[config.mk]
export PLATFORM = sky130hd
export DESIGN_NAME = ssp_port
export DESIGN_NICKNAME = d
export VERILOG_FILES = /design/src/rtl/ssp_pkg.sv /design/src/rtl/ssp_phase.sv /design/src/rtl/ssp_tx.sv /design/src/rtl/ssp_rx.sv /design/src/rtl/ssp_port.sv
export SDC_FILE = /design/constraint.sdc
export NUM_CORES = 1
export LEC_CHECK = 0
export ABC_AREA = 1
export BUFFER_PORTS_ARGS = -buffer_cell sky130_fd_sc_hd__buf_4
export CELL_PAD_IN_SITES_DETAIL_PLACEMENT = 0
export CELL_PAD_IN_SITES_GLOBAL_PLACEMENT = 1
export CORE_MARGIN = 2
export CORE_UTILIZATION = 40
export CTS_BUF_LIST = sky130_fd_sc_hd__clkbuf_16
export DETAILED_ROUTE_END_ITERATION = 10
export PLACE_DENSITY_LB_ADDON = 0.1
export SYNTH_ARGS = -nofsm -noshare
export SYNTH_HDL_FRONTEND = slang
export SYNTH_HIERARCHICAL = 1
export SYNTH_SLANG_ARGS = --single-unit
[constraint.sdc]
create_clock -name clk -period 2.3 [get_ports clk]
set_clock_uncertainty 0.15 [all_clocks]
set_input_delay 0.345 -clock clk [delete_from_list [all_inputs] [get_ports clk]]
set_output_delay 0.345 -clock clk [all_outputs]
set_load 0.02 [all_outputs]
[src/rtl/ssp_pkg.sv]
package ssp_pkg;

    localparam int PH_COUNT = 6;
    localparam int PH_W     = $clog2(PH_COUNT);

    typedef enum logic [PH_W-1:0] {
        PH_S1 = 3'd0,
        PH_S2 = 3'd1,
        PH_S3 = 3'd2,
        PH_S4 = 3'd3,
        PH_S5 = 3'd4,
        PH_S6 = 3'd5
    } phase_e;

    typedef enum logic [1:0] {
        TX_IDLE,
        TX_WAIT,
        TX_GAP,
        TX_SEND
    } tx_state_e;

    typedef enum logic [1:0] {
        RX_IDLE,
        RX_WAIT,
        RX_ARM,
        RX_RECV
    } rx_state_e;

    // Shift clock is pulled low in the middle three states of a cycle.
    function automatic logic clk_low_phase(phase_e p);
        return (p == PH_S3) || (p == PH_S4) || (p == PH_S5);
    endfunction

endpackage

[src/rtl/ssp_phase.sv]
module ssp_phase
    import ssp_pkg::*;
(
    input  logic   clk,
    input  logic   rst_n,
    output phase_e ph,
    output logic   at_s5,
    output logic   at_s6
);

    always_ff @(posedge clk) begin
        if (!rst_n) begin
            ph <= PH_S1;
        end else if (ph == PH_S6) begin
            ph <= PH_S1;
        end else begin
            ph <= phase_e'(ph + 3'd1);
        end
    end

    always_comb begin
        at_s5 = (ph == PH_S5);
        at_s6 = (ph == PH_S6);
    end

endmodule

[src/rtl/ssp_tx.sv]
module ssp_tx
    import ssp_pkg::*;
#(
    parameter int DATA_W = 8
) (
    input  logic              clk,
    input  logic              rst_n,
    input  logic              at_s6,
    input  logic              load,
    input  logic [DATA_W-1:0] load_data,
    input  logic              flag_clr,
    output logic              send,
    output logic              busy,
    output logic              bit_out,
    output logic              done_flag
);

    localparam int SR_W = DATA_W + 1;

    tx_state_e        state_q, state_d;
    logic [SR_W-1:0]  sr_q;
    logic             marker_last;

    // Only the marker left above the output bit: this is the final shift.
    assign marker_last = (sr_q[SR_W-1:2] == '0) && sr_q[1];

    always_comb begin
        state_d = state_q;
        unique case (state_q)
            TX_IDLE: if (load)  state_d = at_s6 ? TX_GAP : TX_WAIT;
            TX_WAIT: if (at_s6) state_d = TX_GAP;
            TX_GAP:  if (at_s6) state_d = TX_SEND;
            TX_SEND: if (at_s6 && marker_last) state_d = TX_IDLE;
        endcase
    end

    always_ff @(posedge clk) begin
        if (!rst_n) state_q <= TX_IDLE;
        else        state_q <= state_d;
    end

    always_ff @(posedge clk) begin
        if (!rst_n) begin
            sr_q      <= '0;
            done_flag <= 1'b0;
        end else begin
            if (state_q == TX_IDLE && load) begin
                sr_q <= {1'b1, load_data};
            end else if (state_q == TX_SEND && at_s6) begin
                sr_q <= {1'b0, sr_q[SR_W-1:1]};
            end
            if (state_q == TX_SEND && at_s6 && marker_last) begin
                done_flag <= 1'b1;
            end else if (flag_clr) begin
                done_flag <= 1'b0;
            end
        end
    end

    always_comb begin
        send    = (state_q == TX_SEND);
        busy    = (state_q != TX_IDLE);
        bit_out = sr_q[0];
    end

endmodule

[src/rtl/ssp_rx.sv]
module ssp_rx
    import ssp_pkg::*;
#(
    parameter int DATA_W = 8
) (
    input  logic              clk,
    input  logic              rst_n,
    input  logic              at_s5,
    input  logic              at_s6,
    input  logic              start_ok,
    input  logic              flag_clr,
    input  logic              line_in,
    output logic              recv,
    output logic              busy,
    output logic              done_flag,
    output logic [DATA_W-1:0] rx_buf
);

    rx_state_e         state_q, state_d;
    logic [DATA_W-1:0] sr_q;
    logic [DATA_W-1:0] sr_shifted;
    logic [DATA_W-1:0] sr_reversed;
    logic              sample_q;
    logic              start;
    logic              finish;

    assign start      = start_ok && !done_flag;
    assign sr_shifted = {sr_q[DATA_W-2:0], sample_q};
    // The zero loaded at the bottom has climbed to the top: last shift.
    assign finish     = (state_q == RX_RECV) && at_s6 && !sr_q[DATA_W-1];

    always_comb begin
        for (int i = 0; i < DATA_W; i++) begin
            sr_reversed[i] = sr_shifted[DATA_W-1-i];
        end
    end

    always_comb begin
        state_d = state_q;
        unique case (state_q)
            RX_IDLE: if (start) state_d = at_s6 ? RX_ARM : RX_WAIT;
            RX_WAIT: if (at_s6) state_d = RX_ARM;
            RX_ARM:  if (at_s6) state_d = RX_RECV;
            RX_RECV: if (finish) state_d = RX_IDLE;
        endcase
    end

    always_ff @(posedge clk) begin
        if (!rst_n) state_q <= RX_IDLE;
        else        state_q <= state_d;
    end

    always_ff @(posedge clk) begin
        if (!rst_n) begin
            sr_q      <= '0;
            sample_q  <= 1'b0;
            rx_buf    <= '0;
            done_flag <= 1'b0;
        end else begin
            if (state_q == RX_RECV && at_s5) begin
                sample_q <= line_in;
            end
            if (state_q == RX_ARM && at_s6) begin
                sr_q <= {{(DATA_W-1){1'b1}}, 1'b0};
            end else if (state_q == RX_RECV && at_s6) begin
                sr_q <= sr_shifted;
            end
            if (finish) begin
                rx_buf    <= sr_reversed;
                done_flag <= 1'b1;
            end else if (flag_clr) begin
                done_flag <= 1'b0;
            end
        end
    end

    always_comb begin
        recv = (state_q == RX_RECV);
        busy = (state_q != RX_IDLE);
    end

endmodule

[src/rtl/ssp_port.sv]
module ssp_port
    import ssp_pkg::*;
#(
    parameter int DATA_W = 8
) (
    input  logic              clk,
    input  logic              rst_n,
    input  logic              wr_en,
    input  logic [DATA_W-1:0] wr_data,
    output logic [DATA_W-1:0] rd_data,
    input  logic              ren,
    input  logic              ti_clr,
    input  logic              ri_clr,
    output logic              ti,
    output logic              ri,
    input  logic              sd_in,
    output logic              sd_out,
    output logic              sd_oe,
    output logic              sclk
);

    phase_e ph_w;
    logic   at_s5, at_s6;
    logic   send_w, recv_w;
    logic   tx_busy, rx_busy;
    logic   tx_bit;
    logic   wr_accept;
    logic   rx_start_ok;

    // Writes only land on an idle port; a write beats a receive start.
    assign wr_accept   = wr_en && !tx_busy && !rx_busy;
    assign rx_start_ok = ren && !tx_busy && !wr_en;

    ssp_phase u_phase (
        .clk   (clk),
        .rst_n (rst_n),
        .ph    (ph_w),
        .at_s5 (at_s5),
        .at_s6 (at_s6)
    );

    ssp_tx #(.DATA_W(DATA_W)) u_tx (
        .clk       (clk),
        .rst_n     (rst_n),
        .at_s6     (at_s6),
        .load      (wr_accept),
        .load_data (wr_data),
        .flag_clr  (ti_clr),
        .send      (send_w),
        .busy      (tx_busy),
        .bit_out   (tx_bit),
        .done_flag (ti)
    );

    ssp_rx #(.DATA_W(DATA_W)) u_rx (
        .clk       (clk),
        .rst_n     (rst_n),
        .at_s5     (at_s5),
        .at_s6     (at_s6),
        .start_ok  (rx_start_ok),
        .flag_clr  (ri_clr),
        .line_in   (sd_in),
        .recv      (recv_w),
        .busy      (rx_busy),
        .done_flag (ri),
        .rx_buf    (rd_data)
    );

    always_comb begin
        sd_oe  = send_w;
        sd_out = send_w & tx_bit;
        sclk   = !((send_w || recv_w) && clk_low_phase(ph_w));
    end

endmodule

==> out/qor.yml, run 1 <==
cts:
  post_cts_buffers: 0
  tritoncts: "built"
  cts_resized: 0
  clock_sinks: 35
  clk_latency_ps: 270
  cts-htree-levels: 2
  cts.reportedPaths.clkPinSlew_ps: 50
  clockBufferDepth: 2
  cts_buffers: 5
  cts_root_buffer: "clkbuf_16"
  ctsHoldBuffers: 0
placed_design:
  io_buffer_count: 27
  dp.cells: 320
  dp_hpwl_um: 2580
  routabilityCongestion: 0.740
floorplan:
  dieArea_mm2: 0.00493
  fp.dieW_um: 70.2
  io_pins: 28
  initial_core_util: 0.409
  placementRows: 24
  core_mm2: 0.00429
  dieHeight_um: 70.2
critical_path:
  required_ps: 2310
  worstPathCellList: "ha_1, nand2_1, inv_1, nand2_2, nor2_2, inv_1, nand2_1, a21oi_1"
  path_class: "reg -> reg"
  crit_fanout: 9
  critPathCaptureType: "register"
  cp_slowest_cell: "dfxtp_1"
  max_stage_delay_ps: 400
  cp-start-kind: "register"
  arrival_ps: 1890
timing:
  min_period_ps: 1880
  post-route-period-util: 0.818
  grt_setup_unrepaired: "false"
  worst_slew_pin_slew_ps: 514
  final_hold_viol_count: 0
  setup_tns_ps: 0
  fmax_ghz: 0.531
  setup_viol: 0
  relSlewSlack: 0.656
  final-max-slew-violation-count: 0
global_routing:
  gr-total-overflow: 0
  grt_usage: 0.154
  grt_pass1_vias: 1350
  antenna_found_initial: 0
  grt_max_degree: 18
  grt_pass1_wl_um: 5990
final_layout:
  num_antenna_cells: 0
  fin_nets: 303
  stdcell_count: 328
  syn2layout_area_growth_pct: 24.9
  drive_above_1_share: 0.178
synthesis:
  synth_area_leader_cell: "dfxtp_1"
  yosys-top-cells-area: "dfxtp_1, nand2_1, ha_1"
  ys_seq_elements: 35
  synth_most_common_cell: "nand2_1"
  ys.warnings.count: 6
  synth_nets: 271
  synth_edf_count: 0
  synth-async-reset-ratio: 0
  seq_area_frac_synth: 0.399
  synth_common_cells: "nand2_1, dfxtp_1, inv_1"
  postSynthCellCount: 243
  synth_cell_types: 23
  yosys_most_used_dff: "dfxtp_1"
  netlist_area_mm2: 0.00175
  synth_top_area_frac: 0.399
  syn_avg_cell_area_um2: 7.22
detailed_routing:
  drt-total-wl_um: 3590
  viasPerCell: 4.59
  dr.pass1.iters: 4
  post_drt_wl_per_cell_um: 10.9
  vias: 1504
  drc: 0
  ant_nets: 0
  first_iter_violations: 87
min_path:
  hold_class: "in -> reg"
power_and_ir_drop:
  ir_worst_vdd_mv: 0.479
  cellLeakagePower_nw: 0.991
  p_per_area_mw_per_mm2: 1090
job:
  maxCapViolCount: 0
outcome:
  status: "complete, no violations"
[stage by stage]
step | setup WS (ps) | utilization | hold slack (ps) | area (µm²) | power, W
floorplan | 669 | - | 291 | 1750 | 0.00141
detailed placement | 405 | 0.466 | 306 | 2000 | 0.00154
global placement | 399 | 0.466 | 302 | 2000 | 0.00156
global route | 183 | 0.510 | 204 | 2190 | 0.00257
CTS | 406 | 0.510 | 193 | 2190 | 0.00242
finish | 417 | 0.510 | 200 | 2190 | 0.00239
[report_power, final]
group,internal (W),switching (W),total [W]
Combinational,0.000300,0.000461,0.000761
Clock,0.000616,0.000243,0.000860
Sequential,0.000702,0.0000655,0.000767
Total,0.00162,0.000770,0.00239
[final timing paths]
path         slack [ps]              to      startpoint  cells after the start
max reg2reg         420  u_rx/rx_buf[3]   u_phase/ph[0]                      8
min reg2reg         310  u_rx/rx_buf[2]  u_rx/rx_buf[2]                      2
min                 200    u_tx/sr_q[7]      wr_data[7]                      3
max                 420  u_rx/rx_buf[3]   u_phase/ph[0]                      8
[layer usage]
metal | track usage | vias to the layer above | share of wire
met2 | 0.247 | 19 | 0.46
met1 | 0.196 | 644 | 0.49
met5 | 0 | - | 0
li1 | - | 837 | -
met4 | 0.0513 | 0 | 0.0095
met3 | 0.0491 | 4 | 0.037
[registers in the layout, summed over array words and instances, names as in the netlist]
name / count
u_rx/rx_buf: 8
u_phase/ph: 3
u_rx/sample_q: 1
u_rx/state_q: 2
u_rx/done_flag: 1
u_tx/sr_q: 9
u_tx/done_flag: 1
u_tx/state_q: 2
u_rx/sr_q: 8
[worst max-delay path: cells and delay by family (launching register included)]
kind | cells | cell delay (ps)
flip-flops | 1 | 400
AO/OA/AOI/OAI | 1 | 60
AND/OR/NAND/NOR | 4 | 540
adder cells (fa/ha/maj) | 1 | 170
buffers and inverters | 2 | 460
[area by class of cell]
cell class / instances / area [µm²]
inverters: 38 / 143
multi-input cells: 167 / 883
well taps: 52 / 65.1
fillers: 455 / 2100
repair buffers: 28 / 210
clock buffers: 5 / 125
clock inverters: 3 / 63.8
flip-flops and latches: 35 / 701
[cell usage in the layout, fill, tap and decap left out, drive strengths merged, types with 4 or more instances in the layout]
master and count:
a21oi 29, buf 28, clkbuf 5, dfxtp 35, ha 13, inv 37, nand2 65, nand3 4
nor2 22, o21ai 27
[cell families (layout without fill, tap and decap cells)]
kind of cell	count (synthesis)	in the layout	share of synthesized area
and+or+nand+nor	94	94	0.228
adders and majority gates	13	13	0.0927
buffers and inverters	41	74	0.0970
AOI/OAI and AO/OA	60	60	0.183
DFF	35	35	0.399
Power figures use the tool's default switching activity.
==> inputs of run 2 (changes only) <==
clock period = 1.8 ns   (was 2.3 ns; I/O delays follow)
==> out/qor.yml, run 2 (synthesis gave the netlist of run 1 again) <==
cts:
  ctsHoldBuffers: 0
  tritoncts: "built"
  cts_root_buffer: "clkbuf_16"
  cts.reportedPaths.clkPinSlew_ps: 50
  clockBufferDepth: 2
  clk_latency_ps: 270
  clock_sinks: 35
  cts-htree-levels: 2
  cts_buffers: 5
min_path:
  min_from: "wr_data[7]"
  hold_class: "in -> reg"
critical_path:
  max_stage_delay_ps: 340
  crit_fanout: 6
  cp.buffers_inverters: 2
  arrival_ps: 1260
  crit_family: "flip-flops"
  crit_top_cell: "buf_4"
  critPathCaptureType: "output port"
  path_class: "reg -> out"
  cp-start-kind: "register"
  path_depth: 6
  reg2reg_depth: 9
  worstPathCellList: "buf_4, ha_4, nor2_2, nor2_1, nand2_1, buf_4"
  startpoint: "u_tx/state_q[1]"
  r2r_end: "u_tx/sr_q[0]"
  crit_end: "sclk"
  reg2reg_slack_ps: 150
  required_ps: 1380
  timing.rr.start: "u_rx/state_q[0]"
  cp_slowest_cell: "dfxtp_1"
global_routing:
  grt_max_degree: 18
  grt_usage: 0.161
  antenna_found_initial: 0
  grt_pass1_vias: 1490
  gr-total-overflow: 0
  grt_pass1_wl_um: 6440
floorplan:
  io_pins: 28
  fp.dieW_um: 70.2
  dieArea_mm2: 0.00493
  initial_core_util: 0.409
  core_mm2: 0.00429
  placementRows: 24
  dieHeight_um: 70.2
detailed_routing:
  drc: 0
  vias: 1609
  dr.pass1.iters: 5
  viasPerCell: 4.69
  first_iter_violations: 96
  ant_nets: 0
  post_drt_wl_per_cell_um: 11.1
  drt-total-wl_um: 3800
final_layout:
  largest_reg_flops: 9
  final_common_cell: "nand2_1"
  largestRegisters: "u_tx/sr_q x9, u_rx/rx_buf x8, u_rx/sr_q x8"
  fin_nets: 318
  final_cell_mix: "nand2_1, buf_4, dfxtp_1"
  num_antenna_cells: 0
  syn2layout_area_growth_pct: 30.7
  drive_above_1_share: 0.251
  largest-register: "u_tx/sr_q"
  final_core_util: 0.534
  fin_area_mm2: 0.00229
timing:
  post-route-period-util: 0.931
  setup_tns_ps: 0
  setup_viol: 0
  min_period_ps: 1680
  fmax_ghz: 0.597
  setup_ws_ps: 124
  final-max-slew-violation-count: 0
  worst_slew_pin_slew_ps: 284
  relSlewSlack: 0.809
  final_hold_viol_count: 0
  grt_setup_unrepaired: "false"
power_and_ir_drop:
  p_per_area_mw_per_mm2: 1300
  ir_worst_vdd_mv: 0.558
  cellLeakagePower_nw: 1.06
placed_design:
  io_buffer_count: 27
  dpl_cell_area_mm2: 0.00209
  dp_hpwl_um: 2740
  routabilityCongestion: 0.791
  pre_cts_ws_ps: 44.5
job:
  maxCapViolCount: 0
outcome:
  status: "complete, no violations"
==> run 2: routing by layer <==
| layer | vias up | global-route usage | part of all wire | wire length [µm] |
|---|---|---|---|---|
| met5 | - | 0 | 0 | 0 |
| met3 | 2 | 0.0433 | 0.035 | 135 |
| met2 | 24 | 0.258 | 0.48 | 1810 |
| li1 | 861 | - | - | - |
| met1 | 722 | 0.209 | 0.48 | 1830 |
| met4 | 0 | 0.0577 | 0.0066 | 25 |
==> run 2: area by class of cell <==
class,instances,area (µm²)
fill,469,2000
timing repair buffer,43,323
sequential,35,702
inverter,38,145
multi-input combinational,167,917
clock inverter,3,16.3
tap,52,65.1
clock buffer,5,125
==> run 2: power by group <==
part | leakage, nW | switching (W) | internal, W
Combinational | 0.700 | 0.000689 | 0.000523
Clock | 0.0710 | 0.000304 | 0.000504
Sequential | 0.285 | 0.0000722 | 0.000899
Total | 1.06 | 0.00107 | 0.00193
==> run 2: worst min-delay path, cell delays in order <==
cell	delay, ps
buf_4	80
o21ai_1	60
a21oi_1	110
==> run 2: how the worst min path moves through the flow <==
stage | endpoint | slack [ps] | cells after the start
detailed placement | u_rx/rx_buf[2] | 310 | 2
floorplan | u_tx/state_q[1] | 240 | 2
CTS | u_tx/sr_q[5] | 120 | 3
finish | u_tx/sr_q[7] | 120 | 3
global placement | u_tx/sr_q[8] | 300 | 2
global route | u_tx/sr_q[4] | 150 | 3
==> run 2: timing repair <==
item	in CTS	in global routing
resized for setup	1	13
endpoints found under the hold margin	0	0
cloned	0	0
pin swaps	0	2
setup endpoints to repair	1	21
buffers inserted	0	4
==> run 2: metrics by stage <==
step / total power (W) / hold WS, ps / instances
final: 0.00299 / 124 / 343
after detailed placement: 0.00208 / 307 / 332
after floorplan: 0.00180 / 241 / 243
after global routing: 0.00326 / 151 / 343
after CTS: 0.00292 / 121 / 340
after global placement: 0.00209 / 301 / 332
